`config.mk`:
```
export PLATFORM = sky130hd
export DESIGN_NAME = rx_frame_status
export DESIGN_NICKNAME = d
export VERILOG_FILES = /design/src/rtl/rfs_pkg.sv /design/src/rtl/rfs_byte_cnt.sv /design/src/rtl/rfs_sticky.sv /design/src/rtl/rfs_status_pack.sv /design/src/rtl/rx_frame_status.sv
export SDC_FILE = /design/constraint.sdc
export NUM_CORES = 1
export LEC_CHECK = 0
export BUFFER_PORTS_ARGS = -buffer_cell sky130_fd_sc_hd__buf_4
export CAP_MARGIN = 0
export CORE_MARGIN = 5
export CORE_UTILIZATION = 40
export DETAILED_ROUTE_END_ITERATION = 16
export PLACE_DENSITY = 0.74
export SYNTH_ARGS = -nofsm -noshare
export SYNTH_HDL_FRONTEND = slang
export SYNTH_SLANG_ARGS = --single-unit
```
`constraint.sdc`:
```
create_clock -name clk -period 4 [get_ports clk]
set_input_delay 0.6 -clock clk [delete_from_list [all_inputs] [get_ports clk]]
set_output_delay 0.6 -clock clk [all_outputs]
set_load 0.05 [all_outputs]
```
`src/rtl/rfs_pkg.sv`:
```
package rfs_pkg;
  localparam int STW_W      = 32;
  localparam int B_OVMAX    = 19;
  localparam int B_CTL      = 21;
  localparam int B_INT      = 22;
  localparam int B_PATH7    = 23;
  localparam int B_ALIGN    = 24;
  localparam int B_CRC      = 25;
  localparam int B_OVF      = 26;
  localparam int B_LONG     = 27;
  localparam int B_PAR      = 29;
  localparam int B_GOOD     = 30;
  localparam int B_HALT     = 31;

  // order of sticky record bits
  localparam int STK_PHY = 0;
  localparam int STK_OVF = 1;
  localparam int STK_PAR = 2;
  localparam int STK_CTL = 3;
  localparam int STK_N   = 4;
endpackage

```
`src/rtl/rfs_byte_cnt.sv`:
```
module rfs_byte_cnt #(
  parameter int CNT_W      = 12,
  parameter int LONG_LIMIT = 1518
) (
  input  logic             clk,
  input  logic             rst_n,
  input  logic             en,
  input  logic             clr,
  input  logic             inc,
  input  logic [CNT_W-1:0] max_len,
  output logic             long_hit,
  output logic             ovmax_hit
);
  localparam logic [CNT_W-1:0] CNT_TOP = {CNT_W{1'b1}};
  localparam logic [CNT_W-1:0] LONG_L  = CNT_W'(LONG_LIMIT);

  logic [CNT_W-1:0] cnt_q, cnt_base, cnt_d;

  always_comb begin
    cnt_base = clr ? '0 : cnt_q;
    cnt_d    = cnt_base;
    if (inc && (cnt_base != CNT_TOP)) cnt_d = cnt_base + 1'b1;
  end

  assign long_hit  = cnt_d > LONG_L;
  assign ovmax_hit = cnt_d > max_len;

  always_ff @(posedge clk or negedge rst_n) begin
    if (!rst_n)  cnt_q <= '0;
    else if (en) cnt_q <= cnt_d;
  end


  sat_hold_chk: assert property (@(posedge clk) disable iff (!rst_n)
    (cnt_q == CNT_TOP && en && !clr) |=> (cnt_q == CNT_TOP));
endmodule

```
`src/rtl/rfs_sticky.sv`:
```
module rfs_sticky #(
  parameter int N = 4
) (
  input  logic         clk,
  input  logic         rst_n,
  input  logic         en,
  input  logic         clr,
  input  logic [N-1:0] set,
  output logic [N-1:0] cur
);
  logic [N-1:0] rec_q;

  for (genvar g = 0; g < N; g++) begin : g_flag
    assign cur[g] = (clr ? 1'b0 : rec_q[g]) | set[g];

    always_ff @(posedge clk or negedge rst_n) begin
      if (!rst_n)  rec_q[g] <= 1'b0;
      else if (en) rec_q[g] <= cur[g];
    end


    flag_sticky_chk: assert property (@(posedge clk) disable iff (!rst_n)
      (en && !clr && rec_q[g]) |=> rec_q[g]);
  end
endmodule

```
`src/rtl/rfs_status_pack.sv`:
```
module rfs_status_pack
  import rfs_pkg::*;
(
  input  logic             clk,
  input  logic             rst_n,
  input  logic             close,
  input  logic             halted,
  input  logic             crc_bad_eof,
  input  logic             align_eof,
  input  logic [STK_N-1:0] seen,
  input  logic             long_hit,
  input  logic             ovmax_hit,
  input  logic             path_7w,
  input  logic             long_en,
  input  logic             good_en,
  output logic [STW_W-1:0] word,
  output logic             vld,
  output logic             irq
);
  logic             e_long, e_crc, any_err, good, intr;
  logic [STW_W-1:0] word_d, word_q;
  logic             vld_q, irq_q;

  always_comb begin
    e_long  = long_hit & ~long_en;
    e_crc   = crc_bad_eof | seen[STK_PHY];
    any_err = ovmax_hit | align_eof | e_crc | seen[STK_OVF] |
              e_long | seen[STK_PAR] | halted;
    good    = ~any_err;
    intr    = any_err | (good & good_en);

    word_d           = '0;
    word_d[B_OVMAX]  = ovmax_hit;
    word_d[B_CTL]    = seen[STK_CTL];
    word_d[B_INT]    = intr;
    word_d[B_PATH7]  = path_7w;
    word_d[B_ALIGN]  = align_eof;
    word_d[B_CRC]    = e_crc;
    word_d[B_OVF]    = seen[STK_OVF];
    word_d[B_LONG]   = e_long;
    word_d[B_PAR]    = seen[STK_PAR];
    word_d[B_GOOD]   = good;
    word_d[B_HALT]   = halted;
  end

  always_ff @(posedge clk or negedge rst_n) begin
    if (!rst_n) begin
      word_q <= '0;
      vld_q  <= 1'b0;
      irq_q  <= 1'b0;
    end else begin
      vld_q <= close;
      irq_q <= close & intr;
      if (close) word_q <= word_d;
    end
  end

  assign word = word_q;
  assign vld  = vld_q;
  assign irq  = irq_q;


  good_excl_chk: assert property (@(posedge clk) disable iff (!rst_n)
    (vld_q && word_q[B_GOOD]) |-> !(word_q[B_OVMAX] | word_q[B_ALIGN] | word_q[B_CRC] |
      word_q[B_OVF] | word_q[B_LONG] | word_q[B_PAR] | word_q[B_HALT]));


  align_has_crc_chk: assert property (@(posedge clk) disable iff (!rst_n)
    (vld_q && word_q[B_ALIGN]) |-> word_q[B_CRC]);


  irq_match_chk: assert property (@(posedge clk) disable iff (!rst_n)
    irq_q |-> (vld_q && word_q[B_INT]));
endmodule

```
`src/rtl/rx_frame_status.sv`:
```
module rx_frame_status
  import rfs_pkg::*;
#(
  parameter int CNT_W      = 12,
  parameter int LONG_LIMIT = 1518
) (
  input  logic             clk,
  input  logic             rst_n,
  input  logic             sof,
  input  logic             byte_vld,
  input  logic             eof,
  input  logic             dribble,
  input  logic             crc_ok,
  input  logic             phy_err,
  input  logic             fifo_full,
  input  logic             fifo_par_err,
  input  logic             ctl_frame,
  input  logic             path_7wire,
  input  logic             long_en,
  input  logic             good_en,
  input  logic             rx_enable,
  input  logic             halt_now,
  input  logic [CNT_W-1:0] max_len,
  output logic [31:0]      status_word,
  output logic             status_vld,
  output logic             irq
);
  logic             in_frame_q, in_frame_d;
  logic             active, abort, close, norm_end;
  logic             crc_bad_eof, align_eof;
  logic [STK_N-1:0] ev_set, seen;
  logic             long_hit, ovmax_hit;

  always_comb begin
    active     = in_frame_q | sof;
    abort      = active & (~rx_enable | halt_now);
    close      = active & (eof | abort);
    norm_end   = close & ~abort;
    in_frame_d = active & ~close;

    crc_bad_eof = norm_end & ~crc_ok;
    align_eof   = norm_end & ~crc_ok & dribble;

    ev_set          = '0;
    ev_set[STK_PHY] = active & phy_err;
    ev_set[STK_OVF] = active & byte_vld & fifo_full;
    ev_set[STK_PAR] = active & fifo_par_err;
    ev_set[STK_CTL] = active & ctl_frame;
  end

  always_ff @(posedge clk or negedge rst_n) begin
    if (!rst_n) in_frame_q <= 1'b0;
    else        in_frame_q <= in_frame_d;
  end

  rfs_byte_cnt #(.CNT_W(CNT_W), .LONG_LIMIT(LONG_LIMIT)) u_cnt (
    .clk       (clk),
    .rst_n     (rst_n),
    .en        (active),
    .clr       (sof),
    .inc       (byte_vld),
    .max_len   (max_len),
    .long_hit  (long_hit),
    .ovmax_hit (ovmax_hit)
  );

  rfs_sticky #(.N(STK_N)) u_stk (
    .clk   (clk),
    .rst_n (rst_n),
    .en    (active),
    .clr   (sof),
    .set   (ev_set),
    .cur   (seen)
  );

  rfs_status_pack u_pack (
    .clk         (clk),
    .rst_n       (rst_n),
    .close       (close),
    .halted      (abort),
    .crc_bad_eof (crc_bad_eof),
    .align_eof   (align_eof),
    .seen        (seen),
    .long_hit    (long_hit),
    .ovmax_hit   (ovmax_hit),
    .path_7w     (path_7wire),
    .long_en     (long_en),
    .good_en     (good_en),
    .word        (status_word),
    .vld         (status_vld),
    .irq         (irq)
  );


  vld_after_close_chk: assert property (@(posedge clk) disable iff (!rst_n)
    close |=> status_vld);


  vld_single_chk: assert property (@(posedge clk) disable iff (!rst_n)
    !active |=> !status_vld);


  halt_marks_chk: assert property (@(posedge clk) disable iff (!rst_n)
    (active && halt_now) |=> (status_vld && status_word[B_HALT] && !status_word[B_ALIGN]));
endmodule

```
==> metrics.txt <==
status finished, final reports clean; post-synth top area cell dfrtp_1; library cells used by synthesis 55; commonest cells in the netlist nand2_1 (41), dfrtp_1 (30), nor2_1 (23); largest net degree at the start of global routing 31; Max H-tree Level 2; sequence of cells on the critical path buf_4 -> nor2b_1 -> ha_1 -> nand2_1 -> o41ai_1 -> buf_4 -> nand2_1 -> nand2_1 -> ha_1 -> nor2b_1 -> o21a_1 -> o21a_1 -> o21a_1 -> o41ai_2 -> buf_4 -> a31oi_1 -> or2_1; # hold bufs at CTS 0; slowest cell on the critical path o41ai_1; Via density 5.12; Routed WL 5380 um; Post-synth EDFFs 0; RSZ-0062 raised after global routing no; Die Span Y 86.5 um; Critical Path RT 4.17 ns; Nets 363; Max-cap violations 0; DRC 0; worst stage delay on the critical path 0.39 ns; relative slew slack 60.3%; Buffers & Inverters on Critical Path 3; minimum clock period 3.50 ns; Worst-Skew Late Latency 0.28 ns; crit share post-route 87.5%; peak supply drop 0.165 mV; area of the die 0.00748 mm2; Initial Util 41.7%; final hold vios 0; antenna cells 0; Post-CTS Setup Bufs 0; crit-path max FO 10; WS Path Type input pin to flip-flop; Synth area leaders dfrtp_1 (32%), buf_4 (7.1%), ha_1 (7.0%); Reg-to-Reg Start u_cnt.cnt_q[1]; Critical path origin sof; DR vias 2024; Cell Pwr Density 300 mW/mm2; TritonRoute pass-1 iters 4; gr usage total 15.0%; gr ovfl total 0; xor/xnor share of the synthesized area 4.07%; Least-Margin Pin Slew 0.596 ns; Placer Congestion 0.915; most common cell in the netlist nand2_1; Reg2Reg Setup Slack 0.54 ns; Synth Area in Simple Gates 25.5%; syn_area_per_cell 8.41 um2; TritonCTS Buffers 5; WL/cell 13.6 um; mux share of post-synthesis cell area 2.68%; end of the worst register-to-register path u_pack.word[22]; area grow syn2layout 18.2%; post-route ant nets 0; initial antenna violation count 0; Setup crit end kind flip-flop; Final Slew Violations 0; Root Driver clkbuf_8; Worst setup SP type input pin; CTS tree yes; Async S/R FF share, synth 100%; post-cts sizing count 0; number of global-route vias before repair 1941; HPWL after DPL 4230 um; mapped cell area 0.00234 mm2; register clock-pin slew on the reported worst setup and hold paths 0.06 ns; # clock sinks 30; R2R depth 16; CORE AREA 0.00561 mm2; achievable frequency 0.286 GHz; Arr. time, crit path 3.67 ns; IO Count 62; first-pass GRT wire length 8950 um; die width 86.5 um; worst-case clock skew 0.00746 ns; Setup Total Neg Slack 0 ns; prevailing post-synth register cell dfrtp_1; synth warn 0; site row count 27; adder-cell area share of the yosys netlist 6.96%; share of layout cells above drive strength 1 20.7%; first-iteration detailed-routing DRC count 154; main combinational cell family by area after synthesis simple AND/OR/NAND/NOR gates; Final setup viols 0; PortBufs 40; post-synthesis compound-gate area fraction 16.4%; Clock Path Buffers 2; CP top delay family compound AO/OA/AOI/OAI gates; static leakage 1.44 nW; #FFs+latches synth 30; Inst Count DP 387; sequential fraction of the synthesis area 32.1%; area fraction of the dominant cell type after synthesis 32.1%; final cell count without fillers 395; Hold Path Class input pin to async pin; Post-Synthesis Cells 278
## how the worst max path moves through the flow
stage	to	slack [ns]	depth (start not counted)
2_1_floorplan	u_pack.word[22]	0.02	16
3_3_place_gp	u_pack.word[22]	0.26	15
3_5_place_dp	u_pack.word[22]	0.22	16
4_1_cts	u_pack.word[22]	0.50	17
5_1_grt	u_pack.word[22]	0.18	17
6_report	u_pack.word[22]	0.50	17
## cells in the final DEF (no fill, tap or decap), types with 2 or more instances in the layout
cell type	Yosys	routed
a21oi_1	10	10
or2_1	2	2
inv_1	18	18
xnor2_1	5	5
buf_4	22	50
o21ai_0	7	7
clkbuf_8	0	6
mux2_2	2	2
nand4_1	6	6
a21o_1	7	7
nor3_1	3	3
dfrtp_1	30	30
mux2i_1	4	4
nor2b_1	7	7
o21a_1	3	3
o2111a_1	2	2
nand3_1	9	9
nor2_1	23	23
nand4b_1	3	3
o21ai_1	4	4
ha_1	13	13
a31oi_1	3	3
conb_1	1	21
nand2b_1	6	6
nand2_1	41	41
and2_1	2	2
xor2_1	4	4
o21bai_1	3	3
## state kept, by name (all words and copies together) (netlist names)
signal and flops:
u_stk.rec_q 4, in_frame_q 1, u_pack.word 11, u_pack.vld 1, u_cnt.cnt_q 12, u_pack.irq 1
## per-layer routing
| layer | track usage (%) | up-vias | part of all wire [%] |
|---|---|---|---|
| met4 | 5.67 | 0 | 1.8 |
| met3 | 2.66 | 9 | 3.5 |
| li1 | - | 1007 | - |
| met2 | 24.1 | 39 | 50 |
| met1 | 20.0 | 969 | 45 |
| met5 | 0 | - | 0 |
## area by class of cell
class	instances	area, um2
Clock inverter	1	5.00
Timing Repair Buffer	50	375
Fill cell	549	2840
Sequential cell	30	751
Multi-Input combinational cell	216	1390
Tap cell	72	90.1
Inverter	19	71.3
Clock buffer	7	86.3
## metrics by stage
step                      hold slack, ns  power, mW  setup slack [ns]  area (um2)  util [%]
after floorplan                    0.304      0.524            0.0225        2420         -
after global placement             0.458      0.579             0.264        2670      47.7
after detailed placement           0.466      0.582             0.216        2670      47.7
after CTS                          0.250      0.839             0.498        2770      49.3
after global routing               0.266      0.873             0.183        2770      49.3
final                              0.237      0.830             0.498        2770      49.3
## cell families after synthesis
family | count (synthesis)
and+or+nand+nor | 114
AOI/OAI and AO/OA | 52
buffers and inverters | 52
DFF | 30
adders and majority gates | 13
xor gates and xnor gates | 10
muxes | 6
other | 1
## report_power, final
group          switching [mW]  internal, mW
Combinational           0.158        0.0754
Sequential             0.0165         0.325
Clock                   0.116         0.139
Total                   0.290         0.539
Power figures use the tool's default switching activity.
